$ cat src/rtl/pbh_pkg.sv
// Package for the partitioned byte-by-halfword multiplier.
// Holds the mode encoding that the operand selector and the result merger both decode.
package pbh_pkg;

    localparam int MODE_W = 3;

    typedef enum logic [MODE_W-1:0] {
        PM_LANE     = 3'd0,  // byte r x halfword r
        PM_BC_HI    = 3'd1,  // byte r x halfword 1
        PM_BC_LO    = 3'd2,  // byte r x halfword 0
        PM_UPPER    = 3'd3,  // signed upper byte of a-halfword r x halfword r
        PM_LOWER    = 3'd4,  // unsigned low byte of a-halfword r x halfword r
        PM_W_UPPER  = 3'd5,  // as PM_UPPER, full 32-bit lanes 0..1
        PM_W_LOWER  = 3'd6,  // as PM_LOWER, full 32-bit lanes 0..1
        PM_RSVD     = 3'd7   // undefined, returns zero
    } pbh_mode_e;

endpackage

$ cat src/rtl/pbh_opsel.sv
// Factor selector for one lane.
// Chooses the byte factor (extended by one bit to signed) and the signed halfword
// factor from the operand slices that belong to this lane, as the mode asks.
// Assumes the halfword width is twice the byte width.
module pbh_opsel
    import pbh_pkg::*;
#(
    parameter int PIX_W = 8,
    parameter int SCL_W = 16
) (
    input  logic [MODE_W-1:0]       mode,
    input  logic [PIX_W-1:0]        a_byte,   // byte r of operand a
    input  logic [SCL_W-1:0]        a_half,   // halfword r of operand a
    input  logic [SCL_W-1:0]        b_half,   // halfword r of operand b
    input  logic [SCL_W-1:0]        b_h0,     // halfword 0 of operand b
    input  logic [SCL_W-1:0]        b_h1,     // halfword 1 of operand b
    output logic signed [PIX_W:0]   pix_f,
    output logic signed [SCL_W-1:0] scl_f
);

    // Signed view of the upper byte and zero-extended view of the low byte of a_half
    logic signed [PIX_W:0] up_byte;
    logic signed [PIX_W:0] lo_byte;
    logic signed [PIX_W:0] ln_byte;

    assign up_byte = {a_half[SCL_W-1], a_half[SCL_W-1 -: PIX_W]};
    assign lo_byte = {1'b0, a_half[PIX_W-1:0]};
    assign ln_byte = {1'b0, a_byte};

    // Byte factor choice by mode
    always_comb begin
        unique case (pbh_mode_e'(mode))
            PM_LANE, PM_BC_HI, PM_BC_LO: pix_f = ln_byte;
            PM_UPPER, PM_W_UPPER:        pix_f = up_byte;
            PM_LOWER, PM_W_LOWER:        pix_f = lo_byte;
            default:                     pix_f = '0;
        endcase
    end

    // Halfword factor choice by mode
    always_comb begin
        unique case (pbh_mode_e'(mode))
            PM_BC_HI: scl_f = b_h1;
            PM_BC_LO: scl_f = b_h0;
            default:  scl_f = b_half;
        endcase
    end

endmodule

$ cat src/rtl/pbh_lane_mul.sv
// One lane multiplier with the shared rounding step.
// Forms the signed product at twice the halfword width. When the bit just below
// the byte boundary is set, it adds one unit of the byte boundary. Returns
// the adjusted value and its scaled halfword slice. Purely combinational.
module pbh_lane_mul #(
    parameter int PIX_W = 8,
    parameter int SCL_W = 16
) (
    input  logic signed [PIX_W:0]   pix_f,
    input  logic signed [SCL_W-1:0] scl_f,
    output logic [SCL_W-1:0]        res_n,
    output logic [2*SCL_W-1:0]      res_w
);

    localparam int PROD_W = 2 * SCL_W;
    localparam logic [PROD_W-1:0] RND_INC =
        {{(PROD_W-PIX_W-1){1'b0}}, 1'b1, {PIX_W{1'b0}}};

    logic signed [PROD_W-1:0] prod;
    logic [PROD_W-1:0]        adj;

    // Signed product at full lane width
    assign prod = PROD_W'(pix_f) * PROD_W'(scl_f);

    // Low byte above half scale rounds the kept slice up
    assign adj = prod[PIX_W-1] ? (prod + RND_INC) : prod;

    assign res_w = adj;
    assign res_n = adj[PIX_W+SCL_W-1:PIX_W];

endmodule

$ cat src/rtl/pbh_merge.sv
// Result merger.
// Packs either all narrow lane results or the wide results of the lower lanes
// into the output word, or returns zero for the undefined mode.
module pbh_merge
    import pbh_pkg::*;
#(
    parameter int DATA_W = 64
) (
    input  logic [MODE_W-1:0] mode,
    input  logic [DATA_W-1:0] narrow,
    input  logic [DATA_W-1:0] wide,
    output logic [DATA_W-1:0] merged
);

    // Output word choice by result width of the mode
    always_comb begin
        unique case (pbh_mode_e'(mode))
            PM_LANE, PM_BC_HI, PM_BC_LO, PM_UPPER, PM_LOWER: merged = narrow;
            PM_W_UPPER, PM_W_LOWER:                          merged = wide;
            default:                                         merged = '0;
        endcase
    end

endmodule

$ cat src/rtl/pbh_mul.sv
// Partitioned byte-by-halfword multiplier, top level.
// Builds one selector and one multiplier per lane. The lower half of the lanes
// also feeds the wide result. The merged word and its valid are registered once.
// Assumes LANE_CNT is even and SCL_W is twice PIX_W. Reset is synchronous, active low.
module pbh_mul
    import pbh_pkg::*;
#(
    parameter int LANE_CNT = 4,
    parameter int PIX_W    = 8,
    parameter int SCL_W    = 16
) (
    input  logic                        clk,
    input  logic                        rst_n,
    input  logic                        in_valid,
    input  logic [MODE_W-1:0]           mode,
    input  logic [LANE_CNT*SCL_W-1:0]   op_a,
    input  logic [LANE_CNT*SCL_W-1:0]   op_b,
    output logic                        out_valid,
    output logic [LANE_CNT*SCL_W-1:0]   result
);

    localparam int DATA_W   = LANE_CNT * SCL_W;
    localparam int PROD_W   = 2 * SCL_W;
    localparam int WIDE_CNT = LANE_CNT / 2;

    logic [DATA_W-1:0]   narrow;
    logic [DATA_W-1:0]   wide;
    logic [DATA_W-1:0]   merged;
    logic [LANE_CNT-1:0] unused_wide;

    genvar r;
    generate
        for (r = 0; r < LANE_CNT; r++) begin : g_lane
            logic signed [PIX_W:0]   pix_f;
            logic signed [SCL_W-1:0] scl_f;
            logic [PROD_W-1:0]       res_w;

            pbh_opsel #(.PIX_W(PIX_W), .SCL_W(SCL_W)) u_sel (
                .mode   (mode),
                .a_byte (op_a[r*PIX_W +: PIX_W]),
                .a_half (op_a[r*SCL_W +: SCL_W]),
                .b_half (op_b[r*SCL_W +: SCL_W]),
                .b_h0   (op_b[0 +: SCL_W]),
                .b_h1   (op_b[SCL_W +: SCL_W]),
                .pix_f  (pix_f),
                .scl_f  (scl_f)
            );

            pbh_lane_mul #(.PIX_W(PIX_W), .SCL_W(SCL_W)) u_mul (
                .pix_f (pix_f),
                .scl_f (scl_f),
                .res_n (narrow[r*SCL_W +: SCL_W]),
                .res_w (res_w)
            );

            // Lower lanes drive the wide word, upper lanes only the narrow one
            if (r < WIDE_CNT) begin : g_wide
                assign wide[r*PROD_W +: PROD_W] = res_w;
                assign unused_wide[r] = 1'b0;
            end else begin : g_nowide
                assign unused_wide[r] = ^res_w;
            end
        end
    endgenerate

    pbh_merge #(.DATA_W(DATA_W)) u_merge (
        .mode   (mode),
        .narrow (narrow),
        .wide   (wide),
        .merged (merged)
    );

    // Valid follows the request by one edge
    always_ff @(posedge clk) begin
        if (!rst_n) out_valid <= 1'b0;
        else        out_valid <= in_valid;
    end

    // Result loads on a request and holds otherwise
    always_ff @(posedge clk) begin
        if (!rst_n)        result <= '0;
        else if (in_valid) result <= merged;
    end

endmodule

$ cat config.mk
export PLATFORM = sky130hd
export DESIGN_NAME = pbh_mul
export DESIGN_NICKNAME = d
export VERILOG_FILES = /design/src/rtl/pbh_pkg.sv /design/src/rtl/pbh_opsel.sv /design/src/rtl/pbh_lane_mul.sv /design/src/rtl/pbh_merge.sv /design/src/rtl/pbh_mul.sv
export SDC_FILE = /design/constraint.sdc
export NUM_CORES = 2
export LEC_CHECK = 0
export BUFFER_PORTS_ARGS = -buffer_cell sky130_fd_sc_hd__buf_2
export CAP_MARGIN = 0
export CELL_PAD_IN_SITES_DETAIL_PLACEMENT = 2
export CELL_PAD_IN_SITES_GLOBAL_PLACEMENT = 2
export CORE_MARGIN = 2
export CORE_UTILIZATION = 30
export CTS_BUF_LIST = sky130_fd_sc_hd__clkbuf_16
export CTS_CLUSTER_DIAMETER = 40
export DETAILED_ROUTE_END_ITERATION = 10
export PLACE_DENSITY_LB_ADDON = 0.2
export SYNTH_ARGS = -nofsm -noshare
export SYNTH_HDL_FRONTEND = slang
export SYNTH_HIERARCHICAL = 1
export SYNTH_SLANG_ARGS = --single-unit
$ cat constraint.sdc
create_clock -name clk -period 7.9 [get_ports clk]
set_input_delay 0.79 -clock clk [delete_from_list [all_inputs] [get_ports clk]]
set_output_delay 0.79 -clock clk [all_outputs]
set_load 0.05 [all_outputs]
==> flow_summary.ini <==
[routing]
wl_per_cell_um = 24.0
route.vias.total = 24683
initialDrtViolationCount = 1353
drc_errors = 0
viasPerCell = 5.12
drt_first_pass_iters = 7
antenna_left = 0
routed_wl_um = 116000

[clock_network]
cts_sinks = 65
cts_buffers = 9
clk_path_buf_depth = 2
clockRootBuffer = clkbuf_16
cts_tree = done
h-tree-depth = 3
insertion_delay_ns = 0.37
clkTransAtPathRegs_ns = 0.06

[global_routing]
antenna_found_initial = 5
grt.overflow.total = 0
first_global_vias = 28431
grt_pass1_wl_um = 180000
grt_use_total_pct = 23.5
grt_max_degree = 66

[setup_path]
slowest_stage = fa_1
crit_top_cell = fa_1
rrSetupSlack_ns = 7.17
critical_path_class = in -> reg
cp.arrival_ns = 7.81
cp_max_fo = 21
cp_num_buf_inv = 5
worstPathRequired_ns = 8.16
crit_path_end_kind = flop
critPathMaxStageDelay_ns = 0.57
startpoint_type = input port
crit_family = adder cells

[cells_and_area]
final_nets = 4360
fillCellCount = 10816
drive_above_1_share_pct = 15.6
syn_to_final_growth_pct = 11.2
stdcell_count = 4821
final_cell_mix = fa_1 (476), inv_1 (429), nand2_1 (319)
layout_commonest_cell = fa_1

[sta]
slew_viol_final = 0
relSlewSlack_pct = 31.6
setup_viol = 0
min_period_ns = 7.55
hold_viol = 0
skew_ns = 0
layout_setup_ws_ns = 0.350
fmax_ghz = 0.132
worst_pin_slew_ns = 1.03
period_share_pct = 95.6

[floorplanning]
ioPinCount = 199
rows = 114
start_util_pct = 30.3
die_h_um = 317
die_x_um = 317
coreArea_um2 = 96900
dieArea_um2 = 100000

[run_status]
status = finished clean

[synthesis]
syn_nets = 4185
syn-mean-instance-area_um2 = 8.73
syn_inst = 3363
syn-cell-area_um2 = 29400
synth_warnings = 6

[placed_design]
placed_cells = 4800
hpwlAfterDp_um = 99200
gp_congestion = 0.903
port_buffers = 198
pre_cts_ws_ns = -0.271

[job]
drv_cap = 0

[worst_hold_path]
hold_class = reg -> reg
-- routing by layer --
layer  GRT usage [%]  wire (um)  vias to the layer above
li1                -          -                    11329
met1            34.5      57500                    12829
met2            36.5      50800                      451
met3            4.04       5730                       68
met4            3.89       1540                        6
met5               0         37                        -
-- worst register-to-register path, cell delays in order, from the launching register on --
cell     delay (ns)
dfxtp_1        0.43
mux2i_1        0.11
nor2b_1        0.13
-- registers in the layout, summed over array words and instances (netlist names) --
signal and count:
out_valid 1, result 64
-- worst paths after layout --
| kind | start | end | depth (start not counted) |
|---|---|---|---|
| min reg2reg | result[12] | result[12] | 2 |
| max reg2reg | result[46] | result[46] | 2 |
| min | result[12] | result[12] | 2 |
| max | mode[1] | result[52] | 25 |
-- cell type report --
class                      count  area (um2)  share of cell area (%)
tap                         1276        1600                    4.89
antenna                        2        5.00                  0.0153
timing repair buffer         416        2820                    8.63
clock inverter                 7        51.3                   0.157
multi-input combinational   2617       25000                    76.7
inverter                     429        1610                    4.93
sequential                    65        1300                    3.99
clock buffer                   9         225                   0.690
-- through the flow --
stage	cell area, um2	TNS [ns]	hold slack [ns]	utilization (%)
finish	32700	0	0.518	33.7
global route	32600	-0.000822	0.560	33.7
CTS	32500	0	0.520	33.6
detailed placement	32300	-1.76	0.501	33.3
global placement	32300	-0.100	0.495	33.3
floorplan	29400	0	0.743	-
-- what timing repair did --
item / CTS / global route
buffers inserted: 0 / 2
endpoints found under the setup margin: 0 / 26
resized for setup: 0 / 27
hold buffers: 0 / 0
Power is left out: the tool's default activity adds up to more than one toggle a clock period on the data nets, which glitch-free logic cannot reach.
